**src/rtl/l2te_pkg.sv**
```systemverilog
package l2te_pkg;
  parameter int ETYPE_W = 16;
  parameter int VID_W   = 12;
  parameter int SID_W   = 16;
  parameter int PORT_W  = 3;
  parameter int LAYER_W = 2;

  localparam int MARK_BIT   = 8;
  localparam int MAX_LAYERS = 2;

  localparam logic [ETYPE_W-1:0] ETYPE_V4    = 16'h0800;
  localparam logic [ETYPE_W-1:0] ETYPE_V6    = 16'h86DD;
  localparam logic [ETYPE_W-1:0] ETYPE_PPPOE = 16'h8864;

  typedef enum logic [1:0] {
    OP_NOP   = 2'b00,
    OP_PORT  = 2'b01,
    OP_VLAN  = 2'b10,
    OP_PPPOE = 2'b11
  } op_e;

  typedef struct packed {
    logic [ETYPE_W-1:0] etype;
    logic [VID_W-1:0]   vlan1;
    logic [VID_W-1:0]   vlan2;
    logic [SID_W-1:0]   sid;
    logic [LAYER_W-1:0] layers;
    logic               vtag;
    logic               pppoe;
  } entry_t;

  function automatic entry_t fresh_entry(input logic v6);
    entry_t e;
    e       = '0;
    e.etype = v6 ? ETYPE_V6 : ETYPE_V4;
    return e;
  endfunction
endpackage

```
**src/rtl/l2te_port_push.sv**
```systemverilog
module l2te_port_push
  import l2te_pkg::*;
(
  input  entry_t            cur_i,
  input  logic [PORT_W-1:0] port_i,
  output entry_t            nxt_o
);
  always_comb begin
    nxt_o               = cur_i;
    nxt_o.etype         = '0;
    nxt_o.etype[port_i] = 1'b1;
    if (cur_i.layers == '0) begin
      nxt_o.layers = LAYER_W'(1);
    end else begin
      nxt_o.etype[MARK_BIT] = 1'b1;
    end
    nxt_o.vtag = 1'b0;
  end
endmodule

```
**src/rtl/l2te_vlan_push.sv**
```systemverilog
module l2te_vlan_push
  import l2te_pkg::*;
(
  input  entry_t           cur_i,
  input  logic [VID_W-1:0] vid_i,
  output entry_t           nxt_o,
  output logic             full_o
);
  always_comb begin
    nxt_o  = cur_i;
    full_o = 1'b0;
    if (cur_i.layers == '0) begin
      nxt_o.vtag   = 1'b1;
      nxt_o.layers = LAYER_W'(1);
      nxt_o.vlan1  = vid_i;
    end else if (cur_i.layers == LAYER_W'(1)) begin
      if (!cur_i.vtag) begin
        // port tag occupies layer 1: VLAN goes behind it
        nxt_o.vlan1           = vid_i;
        nxt_o.etype[MARK_BIT] = 1'b1;
      end else begin
        nxt_o.vlan2  = vid_i;
        nxt_o.layers = LAYER_W'(MAX_LAYERS);
      end
    end else begin
      full_o = 1'b1;
    end
  end
endmodule

```
**src/rtl/l2te_pppoe_push.sv**
```systemverilog
module l2te_pppoe_push
  import l2te_pkg::*;
(
  input  entry_t           cur_i,
  input  logic [SID_W-1:0] sid_i,
  output entry_t           nxt_o
);
  always_comb begin
    nxt_o = cur_i;
    if (cur_i.layers == '0 || cur_i.vtag) nxt_o.etype = ETYPE_PPPOE;
    nxt_o.pppoe = 1'b1;
    nxt_o.sid   = sid_i;
  end
endmodule

```
**src/rtl/l2te_entry_reg.sv**
```systemverilog
module l2te_entry_reg
  import l2te_pkg::*;
(
  input  logic              clk_i,
  input  logic              rst_ni,
  input  logic              init_i,
  input  logic              init_v6_i,
  input  logic              cmd_valid_i,
  input  op_e               cmd_op_i,
  input  logic [PORT_W-1:0] cmd_port_i,
  input  logic [SID_W-1:0]  cmd_sid_i,
  input  entry_t            port_nxt_i,
  input  entry_t            vlan_nxt_i,
  input  logic              vlan_full_i,
  input  entry_t            pppoe_nxt_i,
  output entry_t            ent_o,
  output logic              rsp_valid_o,
  output logic              rsp_err_o
);
  entry_t sel_nxt;
  logic   sel_err;
  logic   take;

  always_comb begin
    sel_nxt = ent_o;
    sel_err = 1'b0;
    unique case (cmd_op_i)
      OP_PORT:  sel_nxt = port_nxt_i;
      OP_VLAN:  begin sel_nxt = vlan_nxt_i; sel_err = vlan_full_i; end
      OP_PPPOE: sel_nxt = pppoe_nxt_i;
      default:  sel_nxt = ent_o;
    endcase
  end

  assign take = cmd_valid_i && !init_i;

  always_ff @(posedge clk_i or negedge rst_ni) begin
    if (!rst_ni) begin
      ent_o       <= fresh_entry(1'b0);
      rsp_valid_o <= 1'b0;
      rsp_err_o   <= 1'b0;
    end else if (init_i) begin
      ent_o       <= fresh_entry(init_v6_i);
      rsp_valid_o <= 1'b0;
      rsp_err_o   <= 1'b0;
    end else begin
      rsp_valid_o <= cmd_valid_i;
      rsp_err_o   <= cmd_valid_i && sel_err;
      if (cmd_valid_i && !sel_err) ent_o <= sel_nxt;
    end
  end

  a_r9_layer_bound: assert property (@(posedge clk_i) disable iff (!rst_ni)
    ent_o.layers <= LAYER_W'(MAX_LAYERS));

  a_r6_full_keeps: assert property (@(posedge clk_i) disable iff (!rst_ni)
    (take && cmd_op_i == OP_VLAN && ent_o.layers >= LAYER_W'(MAX_LAYERS))
      |=> (rsp_err_o && ent_o == $past(ent_o)));

  a_r8_rsp_timing: assert property (@(posedge clk_i) disable iff (!rst_ni)
    take |=> rsp_valid_o);

  a_r8_no_rsp: assert property (@(posedge clk_i) disable iff (!rst_ni)
    !take |=> !rsp_valid_o && !rsp_err_o);

  a_r7_pppoe_set: assert property (@(posedge clk_i) disable iff (!rst_ni)
    (take && cmd_op_i == OP_PPPOE) |=> (ent_o.pppoe && ent_o.sid == $past(cmd_sid_i)));

  a_r2_port_onehot: assert property (@(posedge clk_i) disable iff (!rst_ni)
    (take && cmd_op_i == OP_PORT)
      |=> (!ent_o.vtag && ent_o.etype[$past(cmd_port_i)] && ent_o.layers != '0));

  a_r10_nop_stable: assert property (@(posedge clk_i) disable iff (!rst_ni)
    (take && cmd_op_i == OP_NOP) |=> (ent_o == $past(ent_o) && !rsp_err_o));
endmodule

```
**src/rtl/l2_tag_editor.sv**
```systemverilog
module l2_tag_editor
  import l2te_pkg::*;
(
  input  logic               clk_i,
  input  logic               rst_ni,
  input  logic               init_i,
  input  logic               init_v6_i,
  input  logic               cmd_valid_i,
  input  logic [1:0]         cmd_op_i,
  input  logic [PORT_W-1:0]  cmd_port_i,
  input  logic [VID_W-1:0]   cmd_vid_i,
  input  logic [SID_W-1:0]   cmd_sid_i,
  output logic               rsp_valid_o,
  output logic               rsp_err_o,
  output logic [ETYPE_W-1:0] etype_o,
  output logic [VID_W-1:0]   vlan1_o,
  output logic [VID_W-1:0]   vlan2_o,
  output logic [SID_W-1:0]   sid_o,
  output logic [LAYER_W-1:0] layers_o,
  output logic               vtag_o,
  output logic               pppoe_o
);
  entry_t ent, port_nxt, vlan_nxt, pppoe_nxt;
  logic   vlan_full;

  l2te_port_push u_port (
    .cur_i (ent),
    .port_i(cmd_port_i),
    .nxt_o (port_nxt)
  );

  l2te_vlan_push u_vlan (
    .cur_i (ent),
    .vid_i (cmd_vid_i),
    .nxt_o (vlan_nxt),
    .full_o(vlan_full)
  );

  l2te_pppoe_push u_pppoe (
    .cur_i(ent),
    .sid_i(cmd_sid_i),
    .nxt_o(pppoe_nxt)
  );

  l2te_entry_reg u_reg (
    .clk_i      (clk_i),
    .rst_ni     (rst_ni),
    .init_i     (init_i),
    .init_v6_i  (init_v6_i),
    .cmd_valid_i(cmd_valid_i),
    .cmd_op_i   (op_e'(cmd_op_i)),
    .cmd_port_i (cmd_port_i),
    .cmd_sid_i  (cmd_sid_i),
    .port_nxt_i (port_nxt),
    .vlan_nxt_i (vlan_nxt),
    .vlan_full_i(vlan_full),
    .pppoe_nxt_i(pppoe_nxt),
    .ent_o      (ent),
    .rsp_valid_o(rsp_valid_o),
    .rsp_err_o  (rsp_err_o)
  );

  assign etype_o  = ent.etype;
  assign vlan1_o  = ent.vlan1;
  assign vlan2_o  = ent.vlan2;
  assign sid_o    = ent.sid;
  assign layers_o = ent.layers;
  assign vtag_o   = ent.vtag;
  assign pppoe_o  = ent.pppoe;
endmodule

```
**config.mk**
```make
export PLATFORM = sky130hd
export DESIGN_NAME = l2_tag_editor
export DESIGN_NICKNAME = d
export VERILOG_FILES = /design/src/rtl/l2te_pkg.sv /design/src/rtl/l2te_port_push.sv /design/src/rtl/l2te_vlan_push.sv /design/src/rtl/l2te_pppoe_push.sv /design/src/rtl/l2te_entry_reg.sv /design/src/rtl/l2_tag_editor.sv
export SDC_FILE = /design/constraint.sdc
export NUM_CORES = 1
export LEC_CHECK = 0
export ABC_AREA = 1
export CORE_MARGIN = 2
export CORE_UTILIZATION = 34
export CTS_BUF_LIST = sky130_fd_sc_hd__clkbuf_2 sky130_fd_sc_hd__clkbuf_4 sky130_fd_sc_hd__clkbuf_8
export DETAILED_ROUTE_END_ITERATION = 16
export DONT_BUFFER_PORTS = 1
export PLACE_DENSITY = 0.56
export SYNTH_ARGS = -nofsm -noshare
export SYNTH_HDL_FRONTEND = slang
export SYNTH_HIERARCHICAL = 1
export SYNTH_SLANG_ARGS = --single-unit
```
**constraint.sdc**
```tcl
create_clock -name clk_i -period 1.4 [get_ports clk_i]
set_input_delay 0.28 -clock clk_i [delete_from_list [all_inputs] [get_ports clk_i]]
set_output_delay 0.28 -clock clk_i [all_outputs]
set_load 0.005 [all_outputs]
```
# Word level (Yosys, flattened, before mapping)
# Index checks and enable logic that the tools add are counted.
# Widths: inputs -> output; s select.
word_totals:
  reg_bits: 62
  out_inout_bits: 62
  elab_cells: 77
classes:
  n_lt_le_gt_ge: 2
  n_eq_ne: 17
  mux: 26
  n_reduce_logical: 22
ops:
  columns: ["op", "count"]
  rows:
  - ["$pmux 60 s3", 1]
  - ["$mux 60", 2]
  - ["$mux 12", 4]
  - ["$mux 16", 2]
  - ["$mux 24", 1]
  - ["$ne 3x3->1 const B", 7]
  - ["$reduce_and 6->1", 3]
  - ["$reduce_and 4->1", 3]
  - ["$mux 1", 11]
  - ["$reduce_bool 2->1", 5]
  - ["$reduce_bool 3->1", 3]
  - ["$mux 2", 4]
  - ["$ne 2x2->1 const B", 4]
  - ["$reduce_and 7->1", 1]
  - ["$lt 3x5->1 const B", 1]
  - ["$eq 2x1->1 const B", 2]
  - ["$eq 2x2->1 const B", 2]
  - ["$ne 4x3->1 const B", 1]
  - ["$ne 4x4->1 const B", 1]
  - ["$reduce_bool 4->1", 1]
  - ["$demux 1 s3", 1]
  - ["$ge 3x1->1 const B", 1]
  - ["$logic_and 1x1->1", 3]
  - ["$logic_not 2->1", 1]
  - ["2 further kinds", 2]

# Longest topological paths before layout
depth:
  ltp_word: 8
  depth_mapped: 10
  depth_no_buf: 9

# Cells and area by module
# Netlist, hierarchy kept.
by_module_without_submodules:
  columns: ["mod", "instances", "cells_per_inst", "area_each_um2", "seq_area_each_um2"]
  rows:
  - ["l2te_entry_reg", 1, 547, 3539.6, 1552.7]
  - ["l2te_vlan_push", 1, 119, 601.8, 0.0]
  - ["l2te_pppoe_push", 1, 81, 500.5, 0.0]
  - ["l2te_port_push", 1, 69, 445.4, 0.0]

# Worst setup path after synthesis
# OpenSTA, ideal clock, no wires.
synth_path:
  path_type: "reg2reg"
  from: "register u_reg/ent_o[3] (netlist name)"
  to: "register u_reg/ent_o[20] (netlist name)"
  setup_ps: 117
  arrival_ps: 1215
  slack_ps: 68
  stages_incl_launch_ff: 8
  synth_period_minus_slack_ps: 1332
  path_cell_list: "dfrtp_1 clkbuf_1 o21ai_1 and2_1 buf_2 buf_4 nand2_1 nand2_1"
synth_between:
  elab_chain_len: 8
  elab_cells_between_ends: 11
  classes_between: "2 x eq/ne; 3 x mux; 6 x reduce/logical"
synth_lines:
  columns: ["item", "line", "rtl"]
  rows:
  - ["start: declaration", "l2te_entry_reg.sv:16", "output entry_t ent_o,"]
  - ["start signal: assignment", "l2te_entry_reg.sv:39", "ent_o <= fresh_entry(1'b0);"]
  - ["start signal: assignment", "l2te_entry_reg.sv:43", "ent_o <= fresh_entry(init_v6_i);"]
  - ["start signal: assignment", "l2te_entry_reg.sv:49", "if (cmd_valid_i && !sel_err) ent_o <= sel_nxt;"]
  - ["$eq 2x1->1", "l2te_vlan_push.sv:16", "end else if (cur_i.layers == LAYER_W'(1)) begin"]
  - ["$mux 1", "l2te_vlan_push.sv:16", null]
  - ["$mux 1 (*)", "l2te_vlan_push.sv:12", "if (cur_i.layers == '0) begin"]
  - ["named net vlan_full", "l2_tag_editor.sv:24", "logic vlan_full;"]
  - ["$mux 1 (*)", "l2te_entry_reg.sv:27", "unique case (cmd_op_i)"]
  - ["$logic_not 1->1 (*)", "l2te_entry_reg.sv:49", null]
  - ["$logic_and 1x1->1 (*)", "l2te_entry_reg.sv:49", null]
  - ["$reduce_bool 2->1 (no line) (*)", null, null]
  - ["$reduce_and 7->1 (no line) (*)", null, null]
# Mark *: on every way through the listed nets, which the timed path passes. The rest lies on a longest branch.
# A chain may end at the register's enable or synchronous reset.

# Final worst setup path
layout_path:
  from: "register u_reg/ent_o[3] (netlist name)"
  to: "register u_reg/ent_o[22] (netlist name)"
layout_between:
  elab_chain_len: 8
  elab_cells_between_ends: 11
  classes_between: "2 x eq/ne; 3 x mux; 6 x reduce/logical"
layout_lines:
  columns: ["item", "line"]
  rows:
  - ["$eq 2x1->1", "l2te_vlan_push.sv:16"]
  - ["$mux 1", "l2te_vlan_push.sv:16"]
  - ["$mux 1", "l2te_vlan_push.sv:12"]
  - ["$mux 1", "l2te_entry_reg.sv:27"]
  - ["$logic_not 1->1", "l2te_entry_reg.sv:49"]
  - ["$logic_and 1x1->1", "l2te_entry_reg.sv:49"]
  - ["$reduce_bool 2->1 (no line)", null]
  - ["$reduce_and 7->1 (no line) (*)", null]
# Mark *: on every way between the ends. The rest lies on a longest branch, timed or not.

==> out/metrics.yaml <==
timing:
  setup-violations-final: 0
  fin_crit_sh_pct: 98.1
  setup_ws_ps: 26.3
  hold_viol_final: 62
  clock-skew-final_ps: 8.61
  rsz0062_at_grt: "yes"
  timing.hold.ws_ps: -388
  finalMaxSlewViolations: 0
  finalCriticalPeriod_ps: 1370
  max_freq_ghz: 0.728
power_and_ir_drop:
  finalPower_mw: 4.15
  pwr-share-comb_pct: 14.6
  power.density_mw_per_mm2: 841
  p_clk_share_pct: 37.7
  pwr-share-seq_pct: 47.7
  leakagePower_nw: 2.65
  p_sw_share_pct: 29.0
  ir_drop_v: 0.000393
  p_int_mw: 2.95
  p_sw_mw: 1.20
routing:
  drtIter0Drc: 302
  vias: 4169
  post_drt_via_cell_ratio: 4.68
  routedWlPerCell_um: 14.4
  wl_um: 12800
  ant_nets: 0
  drt_first_pass_iters: 4
  drc_errors: 0
clock_network:
  cts-root-buf: "clkbuf_8"
  clkSinkCount: 62
  numCtsBuffers: 9
  clkLatencyLatePin_ps: 360
  clk_pin_slew_ps: 70
  cts_buffer_depth: 2
  post_cts_buffers: 0
  tritoncts: "yes"
  cts_hold_buf: 1
  h-tree-depth: 3
grt:
  grt_pass1_wl_um: 20500
  grt_pass1_vias: 3793
  gr-total-overflow: 0
  grtUsageTotal_pct: 16.2
  antenna_found_initial: 0
  grt_start_max_net_pins: 63
run:
  cap_violations: 0
outcome:
  violations: "negative hold slack"
  status: "finished, violations left"
layout:
  final_nets: 740
  antenna_cells: 0
  area_growth_pct: -3.00
  final_util_pct: 33.8
  nFillCells: 1606
  multi_input_area_sq_mm: 0.00245
  mostFrequentLayoutCells: "nand2_1, nand3_1, dfrtp_1"
  register_area_sq_mm: 0.00156
  layout_commonest_cell: "nand2_1"
  final_layout_size_suffix_gt1_share_pct: 14.4
floorplan:
  die_x_um: 126
  initial_core_util_pct: 34.9
  core_sq_mm: 0.0146
  num_io_pins: 100
  placementRows: 44
  fp.dieArea_sq_mm: 0.0160
  die_h_um: 126
worst_setup_path:
  critPathCaptureType: "register"
  critPathKind: "reg -> reg"
  required_ps: 1700
  critical_path_arrival_ps: 1670
  start_kind: "register"
  crit_fanout: 8
worst_hold_path:
  hold_class: "in -> async"
logic_synthesis:
  syn-cell-area_sq_mm: 0.00509
  synthCells: 816
  ys_types: 25
  yosysWarnings: 6
  syn_area_per_cell_sq_um: 6.23
  ys_seq_elements: 62
  ys_seq_area_share_pct: 30.5
place:
  place_ws_ps: -12.6
  gp_congestion: 0.780
  hpwl_um: 8120
  port_buffers: 0
-- per-stage QoR --
step,hold WS (ps),instances,TNS [ps],cell area (sq um)
floorplan,-15.6,823,0,5110
global placement,-13.5,871,-1.25,4480
detailed placement,-13.4,871,-56.4,4480
CTS,-417,888,0,4680
global route,-427,891,-1070,4930
finish,-388,891,0,4930
-- repair_timing --
item | CTS | global route
setup endpoints to repair | 13 | 42
cloned | 0 | 3
gates resized for setup | 2 | 58
pin swaps | 0 | 51
endpoints found under the hold margin | 63 | 62
-- power by group through the flow --
stage / registers [mW] / clock network (mW) / logic, mW
floorplan: 1.98 / 0 / 0.588
global placement: 2.01 / 0 / 0.560
detailed placement: 2.01 / 0 / 0.564
CTS: 1.98 / 1.67 / 0.569
global route: 2.00 / 1.74 / 0.690
finish: 1.98 / 1.57 / 0.606
-- area by class of cell --
cell class / instances / share of cell area (%)
clock buffers: 15 / 3.80
inverters: 28 / 2.18
flip-flops and latches: 62 / 31.5
well taps: 184 / 4.67
repair buffers: 33 / 8.09
clock inverters: 1 / 0.101
multi-input cells: 568 / 49.6
-- cell families (layout without fill, tap and decap cells) --
family / Yosys count / after routing / share of synthesized area [%]
buffers and inverters: 193 / 77 / 25.1
AO/OA/AOI/OAI: 6 / 6 / 0.738
other: 2 / 9 / 0.148
flip-flops: 62 / 62 / 30.5
AND/OR/NAND/NOR: 553 / 553 / 43.5
-- state kept, by name, indices dropped and copies added, names as in the netlist --
register / cells
u_reg/ent_o: 60
u_reg/rsp_err_o: 1
u_reg/rsp_valid_o: 1
-- critical path, stage by stage (launching register included) --
cell and delay [ps]:
dfrtp_2 480, inv_2 100, nand3_4 110, inv_4 120
clkbuf_16 150, nand2_2 50, nand2_1 50, nand2_1 50
nand3_1 80, nand2_1 50, nand2_1 60
-- synthesized netlist by cell type (all sizes together) --
master	number	area share, %
nand2	447	33
buf	158	23
nand3	80	8.0
dfrtp	61	30
inv	27	2.0
nor2	12	1.1
nor3	11	1.1
clkbuf	7	0.52
a21oi	2	0.20
conb	2	0.15
o21bai	2	0.30
a21o	1	0.15
and2	1	0.12
and3	1	0.12
clkinv	1	0.074
dfstp	1	0.52
o21ai	1	0.098
or2	1	0.12
-- metal layers --
layer	share of wire (%)	routed length (um)	global-route usage [%]
met1	46	5850	20.6
met2	46	5830	25.7
met3	7.9	1010	6.83
met4	0.98	126	3.68
met5	0	0	0
-- worst paths after layout --
| kind | startpoint | endpoint | slack, ps | depth (start not counted) |
|---|---|---|---|---|
| setup / recovery | u_reg/ent_o[3]$_DFFE_PN0P_ | u_reg/ent_o[22]$_DFFE_PN0P_ | 30 | 10 |
| hold / removal | rst_ni | u_reg/ent_o[48]$_DFFE_PN0P_ | -390 | 0 |
| setup reg to reg | u_reg/ent_o[3]$_DFFE_PN0P_ | u_reg/ent_o[22]$_DFFE_PN0P_ | 30 | 10 |
| hold reg to reg | u_reg/ent_o[55]$_DFFE_PN1P_ | u_reg/ent_o[55]$_DFFE_PN1P_ | 500 | 2 |
| max in group asynchronous | rst_ni | u_reg/ent_o[55]$_DFFE_PN1P_ | 1610 | 0 |
| min in group clk_i | cmd_valid_i | u_reg/rsp_valid_o$_DFF_PN0_ | 60 | 2 |
No activity file was read; power rests on OpenSTA's default activity.
